===== src/rtl/ledr_pkg.sv =====
package ledr_pkg;
  typedef enum logic [1:0] {
    TX_IDLE = 2'd0,
    TX_SEND = 2'd1,
    TX_WAIT = 2'd2
  } tx_state_t;
endpackage


===== src/rtl/ledr_sync.sv =====
module ledr_sync #(
  parameter int STAGES = 2
) (
  input  logic clk,
  input  logic rst,
  input  logic din,
  output logic dout
);
  logic [STAGES-1:0] chain;

  generate
    for (genvar i = 0; i < STAGES; i++) begin : g_stage
      if (i == 0) begin : g_first
        always_ff @(posedge clk) begin
          if (rst) chain[0] <= 1'b0;
          else     chain[0] <= din;
        end
      end else begin : g_next
        always_ff @(posedge clk) begin
          if (rst) chain[i] <= 1'b0;
          else     chain[i] <= chain[i-1];
        end
      end
    end
  endgenerate

  assign dout = chain[STAGES-1];
endmodule


===== src/rtl/ledr_tx.sv =====
module ledr_tx
  import ledr_pkg::*;
#(
  parameter int WIDTH = 8
) (
  input  logic             clk,
  input  logic             rst,
  input  logic [WIDTH-1:0] in_data,
  input  logic             in_valid,
  output logic             in_ready,
  input  logic             ack_synced,
  output logic             wire_d,
  output logic             wire_s
);
  localparam int CW = $clog2(WIDTH + 1);

  tx_state_t        state;
  logic [WIDTH-1:0] shreg;
  logic [CW-1:0]    left;
  logic             ack_seen;
  logic             cur_bit;
  logic             take;

  assign cur_bit = shreg[WIDTH-1];
  assign take    = in_valid && in_ready;

  always_ff @(posedge clk) begin
    if (rst) begin
      state    <= TX_IDLE;
      in_ready <= 1'b1;
      shreg    <= '0;
      left     <= '0;
      ack_seen <= 1'b0;
      wire_d   <= 1'b0;
      wire_s   <= 1'b0;
    end else begin
      case (state)
        TX_IDLE: begin
          if (take) begin
            shreg    <= in_data;
            left     <= CW'(WIDTH);
            state    <= TX_SEND;
            in_ready <= 1'b0;
          end
        end
        TX_SEND: begin
          if (cur_bit == wire_d) wire_s <= ~wire_s;
          else                   wire_d <= cur_bit;
          shreg <= shreg << 1;
          left  <= left - CW'(1);
          if (left == CW'(1)) state <= TX_WAIT;
        end
        TX_WAIT: begin
          if (ack_synced != ack_seen) begin
            ack_seen <= ack_synced;
            state    <= TX_IDLE;
            in_ready <= 1'b1;
          end
        end
        default: state <= TX_IDLE;
      endcase
    end
  end

  // never both wires in one cycle
  p_one_wire_r2: assert property (@(posedge clk) disable iff (rst)
    !((wire_d != $past(wire_d)) && (wire_s != $past(wire_s))));

  // quiet link when not shifting
  p_idle_quiet_r8: assert property (@(posedge clk) disable iff (rst)
    (state != TX_SEND) |=> ($stable(wire_d) && $stable(wire_s)));

  // an accept drops ready on the next cycle
  p_accept_drop_r7: assert property (@(posedge clk) disable iff (rst)
    take |=> !in_ready);

  // the transmitter stays parked until the synchronized toggle is seen
  p_wait_ack_r6: assert property (@(posedge clk) disable iff (rst)
    (state == TX_WAIT && ack_synced == ack_seen) |=> !in_ready);
endmodule


===== src/rtl/ledr_rx.sv =====
module ledr_rx #(
  parameter int WIDTH = 8
) (
  input  logic             clk,
  input  logic             rst,
  input  logic             wire_d,
  input  logic             wire_s,
  output logic [WIDTH-1:0] out_data,
  output logic             out_valid,
  output logic             ack
);
  localparam int CW = $clog2(WIDTH);

  logic             d_q, s_q, par_q;
  logic [WIDTH-1:0] shreg;
  logic [CW-1:0]    got;
  logic             new_bit;
  logic [WIDTH-1:0] next_word;

  assign new_bit   = (d_q ^ s_q) != par_q;
  assign next_word = {shreg[WIDTH-2:0], d_q};

  always_ff @(posedge clk) begin
    if (rst) begin
      d_q       <= 1'b0;
      s_q       <= 1'b0;
      par_q     <= 1'b0;
      shreg     <= '0;
      got       <= '0;
      out_data  <= '0;
      out_valid <= 1'b0;
      ack       <= 1'b0;
    end else begin
      d_q       <= wire_d;
      s_q       <= wire_s;
      out_valid <= 1'b0;
      if (new_bit) begin
        par_q <= d_q ^ s_q;
        shreg <= next_word;
        if (got == CW'(WIDTH - 1)) begin
          got       <= '0;
          out_data  <= next_word;
          out_valid <= 1'b1;
          ack       <= ~ack;
        end else begin
          got <= got + CW'(1);
        end
      end
    end
  end

  // valid is a single-cycle pulse
  p_pulse_r5: assert property (@(posedge clk) disable iff (rst)
    out_valid |=> !out_valid);

  // acknowledge flips only together with a delivered word
  p_ack_word_r6: assert property (@(posedge clk) disable iff (rst)
    (ack != $past(ack)) |-> out_valid);
endmodule


===== src/rtl/ledr_link.sv =====
module ledr_link #(
  parameter int WIDTH      = 8,
  parameter int SYNC_DEPTH = 2
) (
  input  logic             clk,
  input  logic             rst,
  input  logic [WIDTH-1:0] in_data,
  input  logic             in_valid,
  output logic             in_ready,
  output logic [WIDTH-1:0] out_data,
  output logic             out_valid,
  output logic             link_data,
  output logic             link_strobe
);
  logic rx_ack;
  logic ack_synced;

  ledr_tx #(.WIDTH(WIDTH)) u_tx (
    .clk        (clk),
    .rst        (rst),
    .in_data    (in_data),
    .in_valid   (in_valid),
    .in_ready   (in_ready),
    .ack_synced (ack_synced),
    .wire_d     (link_data),
    .wire_s     (link_strobe)
  );

  ledr_rx #(.WIDTH(WIDTH)) u_rx (
    .clk       (clk),
    .rst       (rst),
    .wire_d    (link_data),
    .wire_s    (link_strobe),
    .out_data  (out_data),
    .out_valid (out_valid),
    .ack       (rx_ack)
  );

  ledr_sync #(.STAGES(SYNC_DEPTH)) u_ack_sync (
    .clk  (clk),
    .rst  (rst),
    .din  (rx_ack),
    .dout (ack_synced)
  );
endmodule


===== config.mk =====
export PLATFORM = sky130hd
export DESIGN_NAME = ledr_link
export DESIGN_NICKNAME = d
export VERILOG_FILES = /design/src/rtl/ledr_pkg.sv /design/src/rtl/ledr_sync.sv /design/src/rtl/ledr_tx.sv /design/src/rtl/ledr_rx.sv /design/src/rtl/ledr_link.sv
export SDC_FILE = /design/constraint.sdc
export NUM_CORES = 1
export LEC_CHECK = 0
export BUFFER_PORTS_ARGS = -buffer_cell sky130_fd_sc_hd__buf_2
export CAP_MARGIN = 20
export CORE_ASPECT_RATIO = 0.8
export CORE_MARGIN = 1.5
export CORE_UTILIZATION = 30
export DETAILED_ROUTE_END_ITERATION = 8
export PLACE_DENSITY_LB_ADDON = 0.3
export SYNTH_ARGS = -nofsm -noshare
export SYNTH_HDL_FRONTEND = slang
export SYNTH_SLANG_ARGS = --single-unit

===== constraint.sdc =====
create_clock -name clk -period 1.4 [get_ports clk]
set_input_delay 0.42 -clock clk [delete_from_list [all_inputs] [get_ports clk]]
set_output_delay 0.42 -clock clk [all_outputs]
set_load 0.01 [all_outputs]

==> results.json <==
{
  "status": "finished, final reports clean",
  "cts_max_path_buffers": 2,
  "vias_per_cell": 4.533,
  "p_per_area_mw_per_mm2": 1118,
  "yosysTopAreaCell": "dfxtp_1",
  "synth.area.mux_share_pct": 15.90,
  "met2_usage_pct": 16.04,
  "ys_warn_count": 0,
  "num_vias": 1301,
  "ys_seq_area_share_pct": 47.98,
  "synth_top_family_by_area": "multiplexers",
  "fin_util_pct": 38.97,
  "dp.cells": 280,
  "reg2regPathDepth": 4,
  "fmax_mhz": 742.6,
  "clock_latency_ns": 0.28,
  "clk_pin_slew_ns": 0.08,
  "path_cells": "xor3_2 -> buf_6 -> buf_4 -> mux2i_2",
  "internal_power_mw": 1.851,
  "slew_violations": 0,
  "clockRootBuffer": "clkbuf_8",
  "syn2layout_area_growth_pct": 21.97,
  "synth_fa_ha_area_share_pct": 2.789,
  "use_met1_pct": 15.54,
  "met3_usage_pct": 3.072,
  "hold_viol_final": 0,
  "ant_nets": 0,
  "rsz0062_at_grt": "true",
  "numCtsBuffers": 5,
  "worst-path-stages": 4,
  "port_buffers": 22,
  "postCtsSetupBuffers": 0,
  "leakagePower_nw": 0.9550,
  "crit_buf_inv": 2,
  "nNetsFinal": 224,
  "syn-instance-count": 176,
  "drv_cap": 0,
  "drive_gt1_share_pct": 25.36,
  "start_kind": "flop",
  "grt_pass1_vias": 1197,
  "final_common_cell": "dfxtp_1",
  "tns_ns": 0,
  "combPwrFrac_pct": 14.2,
  "ys_ff_latch": 43,
  "syn_area_sq_mm": 0.001794,
  "synth-compound-area-share_pct": 11.51,
  "drt_iter0_drc": 57,
  "place.gp.congestion": 0.7144,
  "grt_usage_pct": 10.89,
  "htreeDepth": 2,
  "hold_depth": 3,
  "die_h_microns": 72.17,
  "boundaryPins": 23,
  "grt_pass1_wl_mm": 5.499,
  "die_area_sq_mm": 0.006457,
  "initial_utilization_pct": 31.95,
  "drt_pass1_iterations": 4,
  "clock_skew_ns": 0.005065,
  "routedWlPerCell_microns": 11.26,
  "arrival_ns": 1.51,
  "antenna_found_initial": 0,
  "slowest_stage": "xor3_2",
  "antenna_cells": 0,
  "synth-xor-area-share_pct": 2.789,
  "tritoncts": "built",
  "finalWirelength_mm": 3.232,
  "min_period_ns": 1.347,
  "stdcell_count": 287,
  "grt_overflow": 0,
  "synth-simple-area-share_pct": 15.41,
  "path_max_fanout": 5,
  "top_usage_layer": "met2",
  "die_w_microns": 89.47,
  "slew-limit-headroom_pct": 67.99,
  "p_switching_mw": 0.5968,
  "cpLargestDelayFamily": "XOR/XNOR gates",
  "worst_pin_slew_ns": 0.4801,
  "rows": 24,
  "required_ns": 1.57,
  "path_class": "flop to flop",
  "drc": 0,
  "syn_nets": 191,
  "dpl.hpwl_mm": 2.288,
  "report.final.setup_viol": 0,
  "coreArea_sq_mm": 0.005615,
  "clock-sinks": 43,
  "layout_common_cells": "dfxtp_1 (41), mux2i_1 (26), buf_2 (22), nand2b_1 (20), a21oi_1 (16)",
  "synth_area_leaders": "dfxtp_1 (48%), mux2i_1 (15%), nand2b_1 (7.0%), a21oi_1 (4.5%), a311oi_1 (3.4%)",
  "vdd_drop_max_mv": 0.3658,
  "synth.distinct_cells": 34,
  "min_period_over_period_pct": 96.18,
  "grt_max_degree": 24,
  "p_sw_share_pct": 24.38,
  "power_frac_seq_pct": 54.1,
  "max_stage_delay_ns": 0.45,
  "avgSynthCellArea_sq_um": 10.19,
  "clock_power_share_pct": 31.7,
  "synth_top_area_share_pct": 47.98,
  "hold_path.class": "input pin to flop",
  "crit_path_end_kind": "flop"
}
==> stage by stage <==
stage	hold slack [ns]	instance area [sq um]	total power [mW]	worst slack [ns]
floorplan	0.4138	1802	1.588	-0.001114
global placement	0.4217	2078	1.690	-0.03183
detailed placement	0.4337	2078	1.694	-0.07589
CTS	0.4229	2173	2.487	0.02182
global route	0.4378	2188	2.607	-0.01021
finish	0.4328	2188	2.448	0.05347
==> synth_stat cells (all sizes together) <==
cell and count:
or3 1, a21o 1, nor2b 5, clkbuf 6, nor3b 1, o21ai 4
o211ai 1, ha 4, mux2i 27, nand3 3, a31oi 1, xnor2 1
and2 1, a2bb2oi 1, a211oi 1, a311oi 7, nand2b 20, nor2 9
a21oi 16, inv 3, xor2 2, nor4 1, dfxtp 43, nor4bb 1
buf 5, or2 1, o21bai 1, clkinv 1, mux2 1, nand2 4
xor3 1, nor3 1, nand4b 1
==> area by class of cell <==
cell class,instances,area (sq um)
clock buffer,6,82.58
clock inverter,1,5.005
fill,588,3427
inverter,4,15.01
multi-input combinational,118,885.9
sequential,43,863.3
tap,78,97.59
timing repair buffer,37,239.0
==> metal layers <==
layer,vias to the layer above,wire length [microns]
met1,606,1767
met3,2,70
li1,681,-
met2,12,1366
met4,0,27
met5,-,0
==> registers in the layout, summed over array words and instances (netlist names), 2 cells and up <==
name,count
u_tx.left,4
u_rx.got,3
u_tx.state,2
u_rx.out_data,8
u_tx.shreg,8
u_rx.shreg,7
==> logic make-up (layout without fill, tap and decap cells) <==
kind of cell               count (synthesis)  after routing
AOI/OAI and AO/OA                         33             33
xor gates and xnor gates                   4              4
adders and majority gates                  4              4
buffers and inverters                     15             48
DFF                                       43             43
muxes                                     28             28
and+or+nand+nor                           49             49
==> worst paths after layout <==
kind | from | to | slack (ns)
max | u_rx.par_q | u_rx.shreg[2] | 0.05
min | in_data[0] | u_tx.shreg[0] | 0.43
min reg2reg | u_ack_sync.chain[0] | u_ack_sync.dout | 0.44
max reg2reg | u_rx.par_q | u_rx.shreg[2] | 0.05
==> power by group through the flow <==
| stage | registers (mW) | clock network [mW] | logic (mW) |
|---|---|---|---|
| floorplan | 1.35 | 0 | 0.241 |
| finish | 1.32 | 0.776 | 0.347 |
| CTS | 1.32 | 0.817 | 0.345 |
| global placement | 1.35 | 0 | 0.339 |
| detailed placement | 1.35 | 0 | 0.342 |
| global route | 1.33 | 0.884 | 0.390 |
==> worst register-to-register path: cells and delay by family (launching register included) <==
family	cells	cell delay [ns]
XOR/XNOR	1	0.45
buffers and inverters	2	0.31
flip-flops	1	0.33
multiplexers	1	0.14
==> repair_timing <==
action | in CTS | in global routing
gates resized for setup | 2 | 6
pin swaps | 0 | 1
hold buffers | 0 | 0
endpoints found under the setup margin | 5 | 13
hold endpoints to repair | 0 | 0
Power figures use the tool's default switching activity.
